<file path="config.mk">
export PLATFORM = sky130hd
export DESIGN_NAME = dma_addr_seq
export DESIGN_NICKNAME = d
export VERILOG_FILES = /design/src/rtl/dma_seq_pkg.sv /design/src/rtl/dma_seq_ctrl.sv /design/src/rtl/dma_seq_dpath.sv /design/src/rtl/dma_addr_seq.sv
export SDC_FILE = /design/constraint.sdc
export NUM_CORES = 1
export LEC_CHECK = 0
export BUFFER_PORTS_ARGS = -buffer_cell sky130_fd_sc_hd__buf_2
export CAP_MARGIN = 20
export CORE_ASPECT_RATIO = 0.9
export CORE_UTILIZATION = 30
export DETAILED_ROUTE_END_ITERATION = 12
export PLACE_DENSITY = 0.48
export SYNTH_ARGS = -nofsm -noshare
export SYNTH_HDL_FRONTEND = slang
export SYNTH_SLANG_ARGS = --single-unit
</file>
<file path="constraint.sdc">
create_clock -name clk -period 8.3 [get_ports clk]
set_clock_uncertainty 0.15 [all_clocks]
set_input_delay 0 -clock clk [delete_from_list [all_inputs] [get_ports clk]]
set_output_delay 0 -clock clk [all_outputs]
set_load 0.01 [all_outputs]
</file>
<file path="src/rtl/dma_seq_pkg.sv">
package dma_seq_pkg;

  typedef enum logic [1:0] {
    F_REQ = 2'd0,
    F_TGT = 2'd1,
    F_CNT = 2'd2,
    F_OVF = 2'd3
  } field_t;

  // Per-channel strobes from control to datapath
  typedef struct packed {
    logic loadReq;
    logic loadTgt;
    logic loadCnt;
    logic step;
    logic word;
    logic reqDec;
    logic tgtDec;
    logic reqFull;
    logic tgtFull;
  } chStrobe_t;

endpackage

</file>
<file path="src/rtl/dma_seq_ctrl.sv">
module dma_seq_ctrl
  import dma_seq_pkg::*;
#(
  parameter int NCH  = 2,
  parameter int CH_W = (NCH > 1) ? $clog2(NCH) : 1,
  parameter int OVF_W = 2 * NCH
) (
  input  logic              clk,
  input  logic              rstN,
  input  logic              wrEn,
  input  logic [CH_W+1:0]   wrSel,
  input  logic [OVF_W-1:0]  wrOvf,
  input  logic [NCH-1:0]    stepCh,
  input  logic [NCH-1:0]    stepWord,
  input  logic [NCH-1:0]    reqDec,
  input  logic [NCH-1:0]    tgtDec,
  output chStrobe_t         strobe [NCH],
  output logic [OVF_W-1:0]  ovfQ
);

  logic [CH_W-1:0] wrCh;
  field_t          wrField;

  assign wrCh    = wrSel[CH_W+1:2];
  assign wrField = field_t'(wrSel[1:0]);

  // Overflow-enable register: only the implemented bits exist
  always_ff @(posedge clk) begin
    if (!rstN) begin
      ovfQ <= '0;
    end else if (wrEn && wrField == F_OVF) begin
      ovfQ <= wrOvf;
    end
  end

  for (genvar c = 0; c < NCH; c++) begin : g_strobe
    logic chHit;
    assign chHit = wrEn && (wrCh == CH_W'(c));
    always_comb begin
      strobe[c].loadReq = chHit && (wrField == F_REQ);
      strobe[c].loadTgt = chHit && (wrField == F_TGT);
      strobe[c].loadCnt = chHit && (wrField == F_CNT);
      strobe[c].step    = stepCh[c];
      strobe[c].word    = stepWord[c];
      strobe[c].reqDec  = reqDec[c];
      strobe[c].tgtDec  = tgtDec[c];
      strobe[c].tgtFull = ovfQ[2*c];
      strobe[c].reqFull = ovfQ[2*c+1];
    end
  end

endmodule

</file>
<file path="src/rtl/dma_seq_dpath.sv">
module dma_seq_dpath
  import dma_seq_pkg::*;
#(
  parameter int NCH    = 2,
  parameter int ADDR_W = 26,
  parameter int CNT_W  = 24,
  parameter int LOW_W  = 16
) (
  input  logic              clk,
  input  logic              rstN,
  input  chStrobe_t         strobe [NCH],
  input  logic [ADDR_W-1:0] wrData,
  output logic [ADDR_W-1:0] reqQ [NCH],
  output logic [ADDR_W-1:0] tgtQ [NCH],
  output logic [CNT_W-1:0]  cntQ [NCH],
  output logic [NCH-1:0]    termCnt
);

  // Address update: full-width or confined to the low field
  function automatic logic [ADDR_W-1:0] addrNext(
    input logic [ADDR_W-1:0] a,
    input logic              dec,
    input logic              word,
    input logic              full
  );
    logic [ADDR_W-1:0] d;
    logic [ADDR_W-1:0] s;
    d = word ? ADDR_W'(2) : ADDR_W'(1);
    s = dec ? (a - d) : (a + d);
    return full ? s : {a[ADDR_W-1:LOW_W], s[LOW_W-1:0]};
  endfunction

  for (genvar c = 0; c < NCH; c++) begin : g_ch
    logic [CNT_W-1:0] dCnt;
    logic [CNT_W-1:0] cntSub;
    logic [CNT_W-1:0] cntNext;
    logic             lowBorrow;
    logic             fullBorrow;
    logic             expire;

    always_comb begin
      dCnt       = strobe[c].word ? CNT_W'(2) : CNT_W'(1);
      cntSub     = cntQ[c] - dCnt;
      lowBorrow  = cntQ[c][LOW_W-1:0] < dCnt[LOW_W-1:0];
      fullBorrow = cntQ[c] < dCnt;
      cntNext    = strobe[c].tgtFull ? cntSub
                                     : {cntQ[c][CNT_W-1:LOW_W], cntSub[LOW_W-1:0]};
      expire     = strobe[c].tgtFull ? fullBorrow : lowBorrow;
    end

    always_ff @(posedge clk) begin
      if (!rstN) begin
        reqQ[c]    <= '0;
        tgtQ[c]    <= '0;
        cntQ[c]    <= '0;
        termCnt[c] <= 1'b0;
      end else begin
        if (strobe[c].loadReq)
          reqQ[c] <= wrData;
        else if (strobe[c].step)
          reqQ[c] <= addrNext(reqQ[c], strobe[c].reqDec, strobe[c].word, strobe[c].reqFull);

        if (strobe[c].loadTgt)
          tgtQ[c] <= wrData;
        else if (strobe[c].step)
          tgtQ[c] <= addrNext(tgtQ[c], strobe[c].tgtDec, strobe[c].word, strobe[c].tgtFull);

        if (strobe[c].loadCnt) begin
          cntQ[c]    <= wrData[CNT_W-1:0];
          termCnt[c] <= 1'b0;
        end else if (strobe[c].step) begin
          cntQ[c]    <= cntNext;
          termCnt[c] <= expire;
        end else begin
          termCnt[c] <= 1'b0;
        end
      end
    end
  end

endmodule

</file>
<file path="src/rtl/dma_addr_seq.sv">
module dma_addr_seq
  import dma_seq_pkg::*;
#(
  parameter int NCH    = 2,
  parameter int ADDR_W = 26,
  parameter int CNT_W  = 24,
  parameter int LOW_W  = 16,
  parameter int CH_W   = (NCH > 1) ? $clog2(NCH) : 1,
  parameter int OVF_W  = 2 * NCH
) (
  input  logic              clk,
  input  logic              rstN,
  input  logic              wrEn,
  input  logic [CH_W+1:0]   wrSel,
  input  logic [ADDR_W-1:0] wrData,
  input  logic [CH_W+1:0]   rdSel,
  output logic [ADDR_W-1:0] rdData,
  input  logic [NCH-1:0]    stepCh,
  input  logic [NCH-1:0]    stepWord,
  input  logic [NCH-1:0]    reqDec,
  input  logic [NCH-1:0]    tgtDec,
  output logic [NCH-1:0]    termCnt
);

  chStrobe_t         strobe [NCH];
  logic [OVF_W-1:0]  ovfQ;
  logic [ADDR_W-1:0] reqQ [NCH];
  logic [ADDR_W-1:0] tgtQ [NCH];
  logic [CNT_W-1:0]  cntQ [NCH];
  logic [CH_W-1:0]   rdCh;

  dma_seq_ctrl #(.NCH(NCH), .CH_W(CH_W), .OVF_W(OVF_W)) u_ctrl (
    .clk      (clk),
    .rstN     (rstN),
    .wrEn     (wrEn),
    .wrSel    (wrSel),
    .wrOvf    (wrData[OVF_W-1:0]),
    .stepCh   (stepCh),
    .stepWord (stepWord),
    .reqDec   (reqDec),
    .tgtDec   (tgtDec),
    .strobe   (strobe),
    .ovfQ     (ovfQ)
  );

  dma_seq_dpath #(.NCH(NCH), .ADDR_W(ADDR_W), .CNT_W(CNT_W), .LOW_W(LOW_W)) u_dpath (
    .clk     (clk),
    .rstN    (rstN),
    .strobe  (strobe),
    .wrData  (wrData),
    .reqQ    (reqQ),
    .tgtQ    (tgtQ),
    .cntQ    (cntQ),
    .termCnt (termCnt)
  );

  assign rdCh = rdSel[CH_W+1:2];

  always_comb begin
    unique case (field_t'(rdSel[1:0]))
      F_REQ:   rdData = reqQ[rdCh];
      F_TGT:   rdData = tgtQ[rdCh];
      F_CNT:   rdData = ADDR_W'(cntQ[rdCh]);
      default: rdData = ADDR_W'(ovfQ);
    endcase
  end

endmodule

</file>
After elaboration in Yosys (flattened, before gate mapping)
Cells that the tools add are included.
- output and inout port bits: 28
- input bits: 43
- bits in registers: 158
- word-level logic and storage cells: 109
- eq/ne operators: 5
- $lt $le $gt $ge: 5
- add/sub/neg operators: 10
- reduce and logical (&&, ||, !) cells: 31
- bitwise logic cells: 5
- mux-type cells: 38
- operators by type and width (kind ; number):
    26-bit two-way mux ; 22
    24-bit two-way mux ; 9
    26-bit adder ; 3
    26-bit one-hot mux with 3 select lines ; 1
    26-bit subtractor ; 3
    24-bit less-than comparator ; 2
    24-bit subtractor ; 2
    16-bit less-than comparator ; 2
    26-bit by 2-bit adder with 26-bit output ; 1
    26-bit by 2-bit subtractor with 26-bit output ; 1
    2-bit nonzero test ; 12
    2-bit AND reduction ; 6
    1-bit logical AND ; 9
    2-bit two-way mux ; 4
    2-bit == test (second input constant) ; 3
    3-bit OR reduction ; 2
    2-bit by 1-bit == test with 1-bit output (second input constant) ; 2
    2-bit logical NOT ; 2
    1-bit inverter ; 4
    2-bit greater-or-equal comparator (second input constant) ; 1
    1-bit two-way mux ; 2
    1-bit inverter with 2-bit output ; 1

Logic depth before layout (Yosys ltp)
Gate-level depths: netlist of the first run.
- depth after elaboration: 6
- depth in mapped cells: 12
- depth with buffers taken out: 12

By module
A second synthesis of the first run with hierarchy kept.
- cell total of the unflattened synthesis: 1784
- area, all modules: 13979.7 µm²
- modules (own cells, without submodules) (module ; instances ; area each (µm²) ; cells each ; sequential area each (µm²)):
    dma_seq_dpath ; 1 ; 12293.0 ; 1596 ; 3083.0
    dma_addr_seq ; 1 ; 1380.1 ; 147 ; 0.0
    dma_seq_ctrl ; 1 ; 306.5 ; 41 ; 80.1

Worst setup path before layout of the first run
Ideal clock, no wire load.
- kind: register -> register
- from: reg u_dpath.reqQ[26] (netlist bit)
- to: reg u_dpath.reqQ[44] (netlist bit)
- arrival time: 2.539 ns
- setup time: 0.134 ns
- stages on the path, launching flop included: 13
- buffers on the path: 0
- path slack: 5.478 ns
- required time: 8.016 ns
- cell sequence: dfxtp_1 -> inv_1 -> ha_1 -> inv_1 -> fa_1 -> a211o_1 -> o211ai_1 -> a21oi_1 -> a221oi_1 -> nor2_1 -> a311oi_1 -> xor2_1 -> o22ai_1
- longest elaborated chain between the ends: 5
- RTL lines (element ; RTL line ; source):
    start: declaration ; dma_seq_dpath.sv:13 ; output logic [ADDR_W-1:0] reqQ [NCH],
    start signal: indexed assignment ; dma_seq_dpath.sv:59 ; reqQ[c] <= wrData;
    start signal: indexed assignment ; dma_seq_dpath.sv:61 ; reqQ[c] <= addrNext(reqQ[c], strobe[c].reqDec, strobe[c].word, strobe[c].reqFull);
    26-bit by 2-bit adder with 26-bit output / 26-bit by 2-bit subtractor with 26-bit output (equally long branches) ; dma_seq_dpath.sv:29 ; s = dec ? (a - d) : (a + d);
    26-bit two-way mux (*) ; dma_seq_dpath.sv:29 ;
    26-bit two-way mux (*) ; dma_seq_dpath.sv:30 ; return full ? s : {a[ADDR_W-1:LOW_W], s[LOW_W-1:0]};
    26-bit two-way mux (*) ; dma_seq_dpath.sv:60 ; else if (strobe[c].step)
    26-bit two-way mux (*) ; dma_seq_dpath.sv:58 ; if (strobe[c].loadReq)
Mark *: on every way between the ends. The rest lies on a longest branch, timed or not. The select of a mux whose other input is x is not followed.
A chain may end at the register's enable or synchronous reset.

Worst setup path after layout of the first run
- from: reg u_dpath.reqQ[0] (netlist bit)
- to: reg u_dpath.reqQ[18] (netlist bit)
- longest elaborated chain between the ends: 5
- RTL lines (element ; RTL line):
    26-bit adder / 26-bit subtractor (equally long branches) ; dma_seq_dpath.sv:29
    26-bit two-way mux (*) ; dma_seq_dpath.sv:29
    26-bit two-way mux (*) ; dma_seq_dpath.sv:30
    26-bit two-way mux (*) ; dma_seq_dpath.sv:60
    26-bit two-way mux (*) ; dma_seq_dpath.sv:58
Marked as above.

==> results.yml, run 1 <==
run_status:
  status: "complete, but fails checks"
  violations: "hold timing"
floorplanning:
  rows: 73
  dieWidth_um: 227
  io_pins: 71
  core-area_um2: 44700
  die_y_um: 205
  initial_core_util: 0.307
  dieArea_um2: 46600
detailed_routing:
  drc_errors: 0
  drt_iter0_drc: 1095
  wl_per_cell_um: 20.7
  ant_nets: 0
  wl_mm: 51.0
  drtPass1Iterations: 6
  num_vias: 13900
  vias_per_cell: 5.66
grt:
  grt_pass1_vias: 13100
  gr-usage-all-layers: 0.220
  grt_pass1_wl_mm: 78.1
  grt_max_degree: 72
  antenna_found_initial: 1
  overflow: 0
min_path:
  hold_end: "u_dpath.cntQ[21]"
  min_path_cells: 4
  hold_class: "primary input to flop"
  worstHoldStart: "wrSel[2]"
critical_path:
  start_kind: "flop"
  slowest_delay_ns: 0.43
  rrSetupSlack_ns: 5.02
  cp_slowest_cell: "fa_1"
  cp.arrival_ns: 3.46
  r2r_cells: 12
  r2r-end: "u_dpath.reqQ[18]"
  crit_type: "flop to flop"
  path_cells: "inv_1, ha_1, inv_1, fa_1, a211oi_1, nor2_1, or2_2, a31oi_1, o21ai_0, a211oi_1, xor2_1, o22ai_1"
  crit_fanout: 3
  r2r-start: "u_dpath.reqQ[0]"
  crit_required_ns: 8.47
  end_kind: "flop"
pwr:
  vdd_drop_max_mv: 0.158
  total_power_mw: 2.91
  pwr-share-seq: 0.323
  power.internal_mw: 1.79
  swShare: 0.385
  p_switching_mw: 1.12
  power.density_nw_per_um2: 187
  p_comb_frac: 0.362
  pwr-share-clk: 0.316
  cellLeakagePower_nw: 6.43
cts:
  cts_buffers: 17
  root_buffer: "clkbuf_16"
  postCtsSetupRepairBufs: 0
  cts_tree: "done"
  clk_pin_slew_ns: 0.07
  clock_sinks: 158
  h-tree-depth: 4
  cts_resized: 0
  clkLatencyLatePin_ns: 0.47
  cts_max_path_buffers: 2
sta:
  rsz0062_at_grt: "false"
  hold_slack_ns: -0.000730
  relSlewSlack: 0.397
  tns_ns: 0
  period_share: 0.395
  hold_viol_final: 1
  tightestPinTransition_ns: 0.904
  fin_crit_ns: 3.28
  slew_violations: 0
  fmax_mhz: 305
  setup_viol_count_final: 0
cells_and_area:
  nNetsFinal: 2004
  n_fill_cell: 4745
  stdcell_count: 2464
  drive_gt1_frac: 0.0799
  layout-area-overhead-vs-synth_pct: 13.5
  diodes: 0
yosys:
  synth_cell_types: 83
  synth.area.top_cells: "dfxtp_1, ha_1, a21oi_1"
  synth-seq-area-share: 0.231
  synth_compound_area_frac: 0.294
  ys.flop_type: "dfxtp_1"
  synth-xor-area-share: 0.0779
  synth-edff-count: 0
  synth_top_area_cell: "dfxtp_1"
  syn_avg_cell_area_um2: 7.57
  ys_warn_count: 0
  netlist_area_um2: 13700
  yosys.area.top_type_share: 0.231
  synth_fp_nets: 1964
  synthArstFlopShare: 0
  syn_inst: 1811
  synthSimpleGateAreaFrac: 0.199
  muxShareOfSynthArea: 0.0552
  synth_top_family_by_area: "compound AO/OA/AOI/OAI gates"
  ys_ff_latch: 158
  synth_fa_ha_area_frac: 0.104
placement:
  dp.cells: 2399
  port_buffers: 70
  hpwl_mm: 37.5
  finalWeightedCongestion: 0.892
job:
  drv_cap: 0
## worst max path at each step
stage,start,to,slack [ns],cells after the start
2_1_floorplan,u_dpath.reqQ[26],u_dpath.reqQ[44],5.48,12
3_3_place_gp,tgtDec[1],u_dpath.tgtQ[23],4.92,11
3_5_place_dp,tgtDec[1],u_dpath.tgtQ[23],4.96,11
4_1_cts,u_dpath.reqQ[0],u_dpath.reqQ[22],5.06,12
5_1_grt,u_dpath.tgtQ[26],u_dpath.tgtQ[48],4.75,12
6_report,u_dpath.reqQ[0],u_dpath.reqQ[18],5.02,12
## timing repair
action,4_1_cts,5_1_grt
endpoints found under the setup margin,0,0
endpoints found under the hold margin,156,3
hold buffers,30,2
## cells in the mapped netlist (17+ instances only)
library cell  count
ha_1            104
clkbuf_1         81
inv_1            35
dfxtp_1         158
o21ai_0          95
o21a_1           17
o22ai_1          29
a211oi_1        107
nand2_1         138
nand3_1          34
nor2b_1          27
xor2_1           52
a21o_1           38
xnor2_1          70
o211ai_1         20
nand4_1          17
mux2i_1          70
a21oi_1         224
nor3_1           38
nor2_1          198
and3_1           34
## power by group through the flow
stage / clock network, mW / logic (mW) / registers, mW
6_report: 0.918 / 1.05 / 0.939
5_1_grt: 0.966 / 1.16 / 0.951
4_1_cts: 0.933 / 1.04 / 0.938
3_5_place_dp: 0 / 1.02 / 0.956
3_3_place_gp: 0 / 1.02 / 0.953
2_1_floorplan: 0 / 0.763 / 0.920
## worst max-delay path: cells and delay by family, from the launching register on
kind            cells  cell delay (ns)
flops               1             0.33
simple gates        2             0.39
buf+inv             2             0.12
fa+ha+maj           2             0.59
xor+xnor            1             0.18
compound gates      5             1.39
## logic make-up after synthesis
kind of cell,count (synthesis)
AOI/OAI and AO/OA,636
xor gates and xnor gates,122
adders and majority gates,110
buffers and inverters,137
DFF,158
muxes,73
and+or+nand+nor,575
## stage by stage
stage	hold WS, ns	utilization	setup WS (ns)	instance area [um2]
after global placement	0.227	0.326	4.92	14600
after detailed placement	0.229	0.326	4.96	14600
after global routing	0.0171	0.349	4.75	15600
final	-0.000730	0.349	5.02	15600
after CTS	0.0151	0.348	5.06	15500
after floorplan	-0.0140	-	5.48	13700
## layout by cell type (no fill, tap or decap), types with 15 or more instances in the layout
master / instances
xnor2_1: 70
dfxtp_1: 158
dlygate4sd3_1: 32
a31oi_1: 15
o211ai_1: 20
or3_1: 16
nand2b_1: 16
a21o_1: 38
mux2i_1: 70
nor3_1: 36
nand3_1: 33
ha_1: 104
and3_1: 34
a211oi_1: 107
inv_1: 35
a21oi_1: 224
clkbuf_16: 17
o21a_1: 17
buf_4: 20
nand4_1: 17
buf_2: 69
nor2b_1: 26
o22ai_1: 29
nand2_1: 138
xor2_1: 52
nor2_1: 198
o21ai_0: 95
## area by class of cell
class | count | area [um2] | share of cell area
repair buffers | 122 | 836 | 0.0537
well taps | 600 | 751 | 0.0482
clock buffers | 17 | 425 | 0.0273
inverters | 36 | 138 | 0.00884
clock inverters | 15 | 226 | 0.0145
flip-flops and latches | 158 | 3160 | 0.203
multi-input cells | 1516 | 10000 | 0.644
## flip-flops by register name, indices dropped and copies added (netlist names)
register / cells
u_ctrl.ovfQ: 4
u_dpath.cntQ: 48
u_dpath.reqQ: 52
u_dpath.termCnt: 2
u_dpath.tgtQ: 52
## layer usage
metal / part of all wire / global-route usage
met4: 0.015 / 0.0496
met3: 0.060 / 0.0452
met2: 0.43 / 0.329
met1: 0.50 / 0.320
met5: 0.00025 / 0
No activity file was read; power rests on OpenSTA's default activity.
==> inputs of run 2 (changes only) <==
--- a/config.mk
+++ b/config.mk
@@ -5,12 +5,13 @@
 export SDC_FILE = /design/constraint.sdc
 export NUM_CORES = 1
 export LEC_CHECK = 0
+export ABC_AREA = 1
 export BUFFER_PORTS_ARGS = -buffer_cell sky130_fd_sc_hd__buf_2
 export CAP_MARGIN = 20
 export CORE_ASPECT_RATIO = 0.9
 export CORE_UTILIZATION = 30
 export DETAILED_ROUTE_END_ITERATION = 12
-export PLACE_DENSITY = 0.48
+export PLACE_DENSITY = 0.49
 export SYNTH_ARGS = -nofsm -noshare
 export SYNTH_HDL_FRONTEND = slang
 export SYNTH_SLANG_ARGS = --single-unit
==> constraint.sdc (replaced) <==
create_clock -name clk -period 2.65 [get_ports clk]
set_clock_uncertainty 0.15 [all_clocks]
set_input_delay 0 -clock clk [delete_from_list [all_inputs] [get_ports clk]]
set_output_delay 0 -clock clk [all_outputs]
set_load 0.01 [all_outputs]
==> run 2 against run 1 <==
Effect of this change: the run now ends clean; flip-flop and latch count stayed put; global-route usage rose by 3.6 points; power grew to 3.2 times the previous value; die area up 19%; largest cell class unchanged; synthesized cell count rose by 60%; via count rose by 37%; area after synthesis is 19% higher.
==> results.yml, run 2 <==
run_status:
  status: "finished, final reports clean"
min_path:
  min_path_cells: 7
  worstHoldStart: "wrSel[1]"
  hold_class: "primary input to flop"
  hold_end: "u_dpath.cntQ[1]"
grt:
  grt_max_degree: 71
  overflow: 0
  antenna_found_initial: 3
  gr-usage-all-layers: 0.256
  grt_pass1_wl_mm: 106
  grt_pass1_vias: 17400
detailed_routing:
  wl_per_cell_um: 19.4
  drt_iter0_drc: 1579
  vias_per_cell: 5.18
  ant_nets: 0
  num_vias: 19100
  drc_errors: 0
  wl_mm: 71.5
  drtPass1Iterations: 8
critical_path:
  start_kind: "flop"
  r2r-start: "u_dpath.tgtQ[0]"
  cp_slowest_cell: "dfxtp_1"
  cp_common_cell: "nand3_1"
  rrSetupSlack_ns: 0.24
  path_cells: "inv_1, ha_1, inv_1, fa_1, nand3_1, nand3_1, nand2_1, nand2_1, a21oi_1, or2_2, nand3_1, a21oi_1"
  r2r_cells: 12
  crit_fanout: 3
  cp_num_buf_inv: 2
  crit_type: "flop to flop"
  slowest_delay_ns: 0.34
  critPathTopFamily: "simple AND/OR/NAND/NOR gates"
  cp.arrival_ns: 2.59
  r2r-end: "u_dpath.tgtQ[16]"
  crit_required_ns: 2.84
  end_kind: "flop"
  worst-path-stages: 12
placement:
  placed_cell_area_um2: 17500
  hpwl_mm: 56.9
  finalWeightedCongestion: 0.941
  port_buffers: 70
  dp.cells: 3627
cells_and_area:
  post-route-util: 0.344
  layout_common_cells: "nand2_1, inv_1, nor2_1, a21oi_1, nand3_1"
  drive_gt1_frac: 0.0680
  n_fill_cell: 6094
  top_regs: "u_dpath.reqQ x52, u_dpath.tgtQ x52, u_dpath.cntQ x48"
  stdcell_count: 3684
  fin_area_um2: 18300
  diodes: 0
  layout-area-overhead-vs-synth_pct: 12.3
  nNetsFinal: 3128
  final_common_cell: "nand2_1"
cts:
  clk_pin_slew_ns: 0.08
  cts_buffers: 17
  clkLatencyLatePin_ns: 0.48
  cts_resized: 0
  cts_tree: "done"
  postCtsHoldBufs: 26
  cts_max_path_buffers: 2
  h-tree-depth: 4
  postCtsSetupRepairBufs: 0
  clock_sinks: 158
  root_buffer: "clkbuf_16"
yosys:
  synth_most_common_cell: "nand2_1"
  yosys.area.top_type_share: 0.202
  ys_ff_latch: 158
  synth-seq-area-share: 0.194
  synth.area.top_cells: "nand2_1, dfxtp_1, inv_1"
  ys_warn_count: 0
  netlist_top_cells_count: "nand2_1, inv_1, nor2_1"
  ys.flop_type: "dfxtp_1"
  syn_inst: 2897
  synth_top_area_cell: "nand2_1"
  synth_cell_types: 51
  synthArstFlopShare: 0
  netlist_area_um2: 16300
  syn_avg_cell_area_um2: 5.64
  synth-edff-count: 0
  synth_fp_nets: 3050
floorplanning:
  io_pins: 71
  die_y_um: 223
  rows: 80
  dieArea_um2: 55400
  initial_core_util: 0.306
  core-area_um2: 53400
  dieWidth_um: 248
job:
  drv_cap: 0
sta:
  tns_ns: 0
  setup_viol_count_final: 0
  hold_slack_ns: 0.0375
  tightestPinTransition_ns: 1.13
  period_share: 0.908
  fmax_mhz: 415
  hold_viol_final: 0
  relSlewSlack: 0.237
  rsz0062_at_grt: "false"
  slew_violations: 0
  fin_crit_ns: 2.41
pwr:
  vdd_drop_max_mv: 0.499
  cellLeakagePower_nw: 9.31
  power.density_nw_per_um2: 506
## run 2: changes by cell type in the layout (fill, tap and decap cells not counted), moves of 62 or more
cell,before,now
nand2_1,138,880
xnor2_1,70,8
mux2i_1,70,4
nand3_1,33,202
inv_1,35,549
a211oi_1,107,1
## run 2: cell type report
type                    instances  area [um2]  share of cell area
flip-flops and latches        158        3160               0.172
inverters                     568        2140               0.117
clock buffers                  20         457              0.0249
well taps                     697         872              0.0476
repair buffers                126         861              0.0469
multi-input cells            2104       10700               0.585
clock inverters                11         109             0.00594
## run 2: worst max-delay path by stage
stage	startpoint	end	slack (ns)
2_1_floorplan	u_dpath.cntQ[24]	u_dpath.cntQ[40]	0.62
3_3_place_gp	u_dpath.tgtQ[0]	u_dpath.tgtQ[16]	0.29
3_5_place_dp	u_dpath.tgtQ[0]	u_dpath.tgtQ[16]	0.32
4_1_cts	u_dpath.tgtQ[0]	u_dpath.tgtQ[16]	0.28
5_1_grt	u_dpath.cntQ[0]	u_dpath.cntQ[22]	0.04
6_report	u_dpath.tgtQ[0]	u_dpath.tgtQ[16]	0.24
## run 2: metrics by stage
stage / setup slack [ns] / power (mW)
global placement: 0.292 / 6.61
CTS: 0.278 / 9.23
floorplan: 0.617 / 5.43
global route: 0.0417 / 9.82
detailed placement: 0.319 / 6.62
finish: 0.243 / 9.28
## run 2: layer usage
layer | global-route usage | part of all wire | vias to the layer above | routed length (um)
met1 | 0.380 | 0.49 | 8935 | 35100
met5 | 0 | 0 | - | 0
met3 | 0.0524 | 0.080 | 73 | 5720
li1 | - | - | 9378 | -
met4 | 0.0720 | 0.026 | 0 | 1880
met2 | 0.366 | 0.40 | 703 | 28800
## run 2: kinds of logic (layout without fill, tap and decap cells)
logic type	after synthesis	in the layout	synth area share
AO/OA/AOI/OAI	512	512	0.174
XOR/XNOR	56	56	0.0300
adder cells (fa/ha/maj)	110	110	0.0870
buffers and inverters	635	725	0.149
flip-flops	158	158	0.194
multiplexers	4	4	0.00245
AND/OR/NAND/NOR	1422	1422	0.364
## run 2: worst min-delay path, stage by stage
cell and delay [ns]:
buf_2 0.13, inv_1 0.05, nor2_1 0.05, nand2_2 0.13, nor2_1 0.05, o21ai_0 0.17, inv_1 0.04
## run 2: where the power goes
group,total [mW],switching (mW),internal [mW]
Clock,2.58,1.23,1.35
Combinational,3.80,2.57,1.23
Sequential,2.90,0.286,2.61
Total,9.28,4.08,5.19
==> inputs of run 3 (changes only) <==
--- a/config.mk
+++ b/config.mk
@@ -10,7 +10,9 @@
 export CAP_MARGIN = 20
 export CORE_ASPECT_RATIO = 0.9
 export CORE_UTILIZATION = 30
+export CTS_CLUSTER_DIAMETER = 100
 export DETAILED_ROUTE_END_ITERATION = 12
+export MAX_ROUTING_LAYER = met4
 export PLACE_DENSITY = 0.49
 export SYNTH_ARGS = -nofsm -noshare
 export SYNTH_HDL_FRONTEND = slang
==> run 3 against run 2 <==
Effect of this change: first-iteration DRC count is 10% higher; global-route usage is 1.1 points higher; worst hold slack worse by 0.0023 ns; non-clock buffer count increased by 1; final cell count hardly changed; critical endpoint unchanged.
==> results.yml, run 3 (synthesis gave the netlist of run 2 again) <==
run_status:
  status: "finished, final reports clean"
cts:
  clock_sinks: 158
  clkLatencyLatePin_ns: 0.47
  clk_pin_slew_ns: 0.07
  root_buffer: "clkbuf_16"
  cts_max_path_buffers: 2
  h-tree-depth: 4
  cts_buffers: 17
  cts_tree: "done"
sta:
  hold_viol_final: 0
  tns_ns: 0
  setup_viol_count_final: 0
  relSlewSlack: 0.249
  fmax_mhz: 411
  fin_crit_ns: 2.43
  rsz0062_at_grt: "false"
  period_share: 0.918
  tightestPinTransition_ns: 1.11
  slew_violations: 0
floorplanning:
  io_pins: 71
  dieWidth_um: 248
  dieArea_um2: 55400
  rows: 80
  core-area_um2: 53400
  die_y_um: 223
  initial_core_util: 0.306
detailed_routing:
  ant_nets: 0
  wl_mm: 72.1
  drt_iter0_drc: 1740
  drc_errors: 0
  drtPass1Iterations: 6
  num_vias: 19000
  vias_per_cell: 5.15
  wl_per_cell_um: 19.6
pwr:
  pwr-share-seq: 0.314
  power.internal_mw: 5.07
  power.density_nw_per_um2: 503
  pwr-share-clk: 0.271
  vdd_drop_max_mv: 0.497
  p_comb_frac: 0.415
  p_switching_mw: 4.14
  total_power_mw: 9.21
  cellLeakagePower_nw: 9.30
  swShare: 0.450
min_path:
  min_path_cells: 6
  hold_end: "u_dpath.reqQ[0]"
  hold_class: "primary input to flop"
  worstHoldStart: "stepWord[1]"
critical_path:
  worst-path-stages: 12
  start_kind: "flop"
  crit_fanout: 3
  r2r_cells: 12
  cp_num_buf_inv: 2
  cp.arrival_ns: 2.68
  cp_common_cell: "nand3_1"
  critPathTopFamily: "simple AND/OR/NAND/NOR gates"
  r2r-end: "u_dpath.tgtQ[16]"
  crit_required_ns: 2.89
  path_cells: "inv_1, ha_1, inv_1, fa_1, nand3_1, nand3_1, nand2_1, nand2_1, a21oi_1, or2_2, nand3_1, a21oi_1"
  rrSetupSlack_ns: 0.22
  end_kind: "flop"
  cp_slowest_cell: "fa_1"
  crit_type: "flop to flop"
  slowest_delay_ns: 0.45
  r2r-start: "u_dpath.tgtQ[0]"
job:
  drv_cap: 0
cells_and_area:
  drive_gt1_frac: 0.0686
  top_regs: "u_dpath.reqQ x52, u_dpath.tgtQ x52, u_dpath.cntQ x48"
  diodes: 0
  final_common_cell: "nand2_1"
  layout-area-overhead-vs-synth_pct: 12.1
  layout_common_cells: "nand2_1, inv_1, nor2_1, a21oi_1, nand3_1"
  nNetsFinal: 3129
grt:
  grt_pass1_wl_mm: 107
  antenna_found_initial: 6
  grt_pass1_vias: 17500
  gr-usage-all-layers: 0.267
  grt_max_degree: 74
  overflow: 0
placement:
  finalWeightedCongestion: 1.01
  port_buffers: 70
  hpwl_mm: 57.3
-- run 3: cell count changes in the layout (fill, tap and decap cells not counted), sizes merged --
cell / previous run / this run
buf: 100 / 102
bufinv: 1 / 0
clkbuf: 20 / 18
clkinv: 6 / 3
clkinvlp: 1 / 3
dlygate4sd3: 26 / 25
inv: 571 / 575
-- run 3: tightest hold or removal path: stages --
cell and delay [ns]:
buf_2 0.18, inv_1 0.09, ha_1 0.12, o221ai_1 0.11, nand2_1 0.07, inv_1 0.03
-- run 3: worst max path at each step --
stage                          start          endpoint
global route         u_dpath.cntQ[0]  u_dpath.cntQ[20]
detailed placement   u_dpath.tgtQ[0]  u_dpath.tgtQ[16]
finish               u_dpath.tgtQ[0]  u_dpath.tgtQ[16]
floorplan           u_dpath.cntQ[24]  u_dpath.cntQ[40]
CTS                  u_dpath.tgtQ[0]  u_dpath.tgtQ[16]
global placement     u_dpath.tgtQ[0]  u_dpath.tgtQ[16]
-- run 3: through the flow --
stage / utilization / worst slack, ns / hold slack, ns / cell area [um2] / instances
2_1_floorplan: - / 0.617 / 0.00134 / 16300 / 2897
3_3_place_gp: 0.329 / 0.260 / 0.152 / 17500 / 3629
3_5_place_dp: 0.329 / 0.253 / 0.156 / 17500 / 3629
4_1_cts: 0.343 / 0.212 / 0.000106 / 18300 / 3685
5_1_grt: 0.343 / 0.0410 / 0.00826 / 18300 / 3685
6_report: 0.343 / 0.217 / 0.0352 / 18300 / 3685
-- run 3: timing repair --
action	4_1_cts	5_1_grt
endpoints found under the hold margin	95	0
hold buffers	25	0
setup buffers	0	0
gates resized for setup	0	0
-- run 3: routing by layer --
layer | up-vias | track usage | wire (um)
li1 | 9382 | - | -
met1 | 8810 | 0.380 | 34500
met2 | 699 | 0.372 | 29200
met3 | 78 | 0.0563 | 6410
met4 | 0 | 0.0811 | 2040
met5 | - | - | 0
-- run 3: final cells by class --
class / count / area, um2
Clock buffer: 18 / 429
Clock inverter: 13 / 108
Fill cell: 6078 / 35000
Inverter: 568 / 2140
Multi-Input combinational cell: 2104 / 10700
Sequential cell: 158 / 3160
Tap cell: 697 / 872
Timing Repair Buffer: 127 / 866
-- run 3: power by group through the flow --
stage | registers, mW | clock network, mW | logic (mW)
floorplan | 2.80 | 0 | 2.62
global placement | 2.93 | 0 | 3.70
detailed placement | 2.93 | 0 | 3.71
CTS | 2.88 | 2.52 | 3.76
global route | 2.91 | 2.63 | 4.26
finish | 2.90 | 2.50 | 3.82
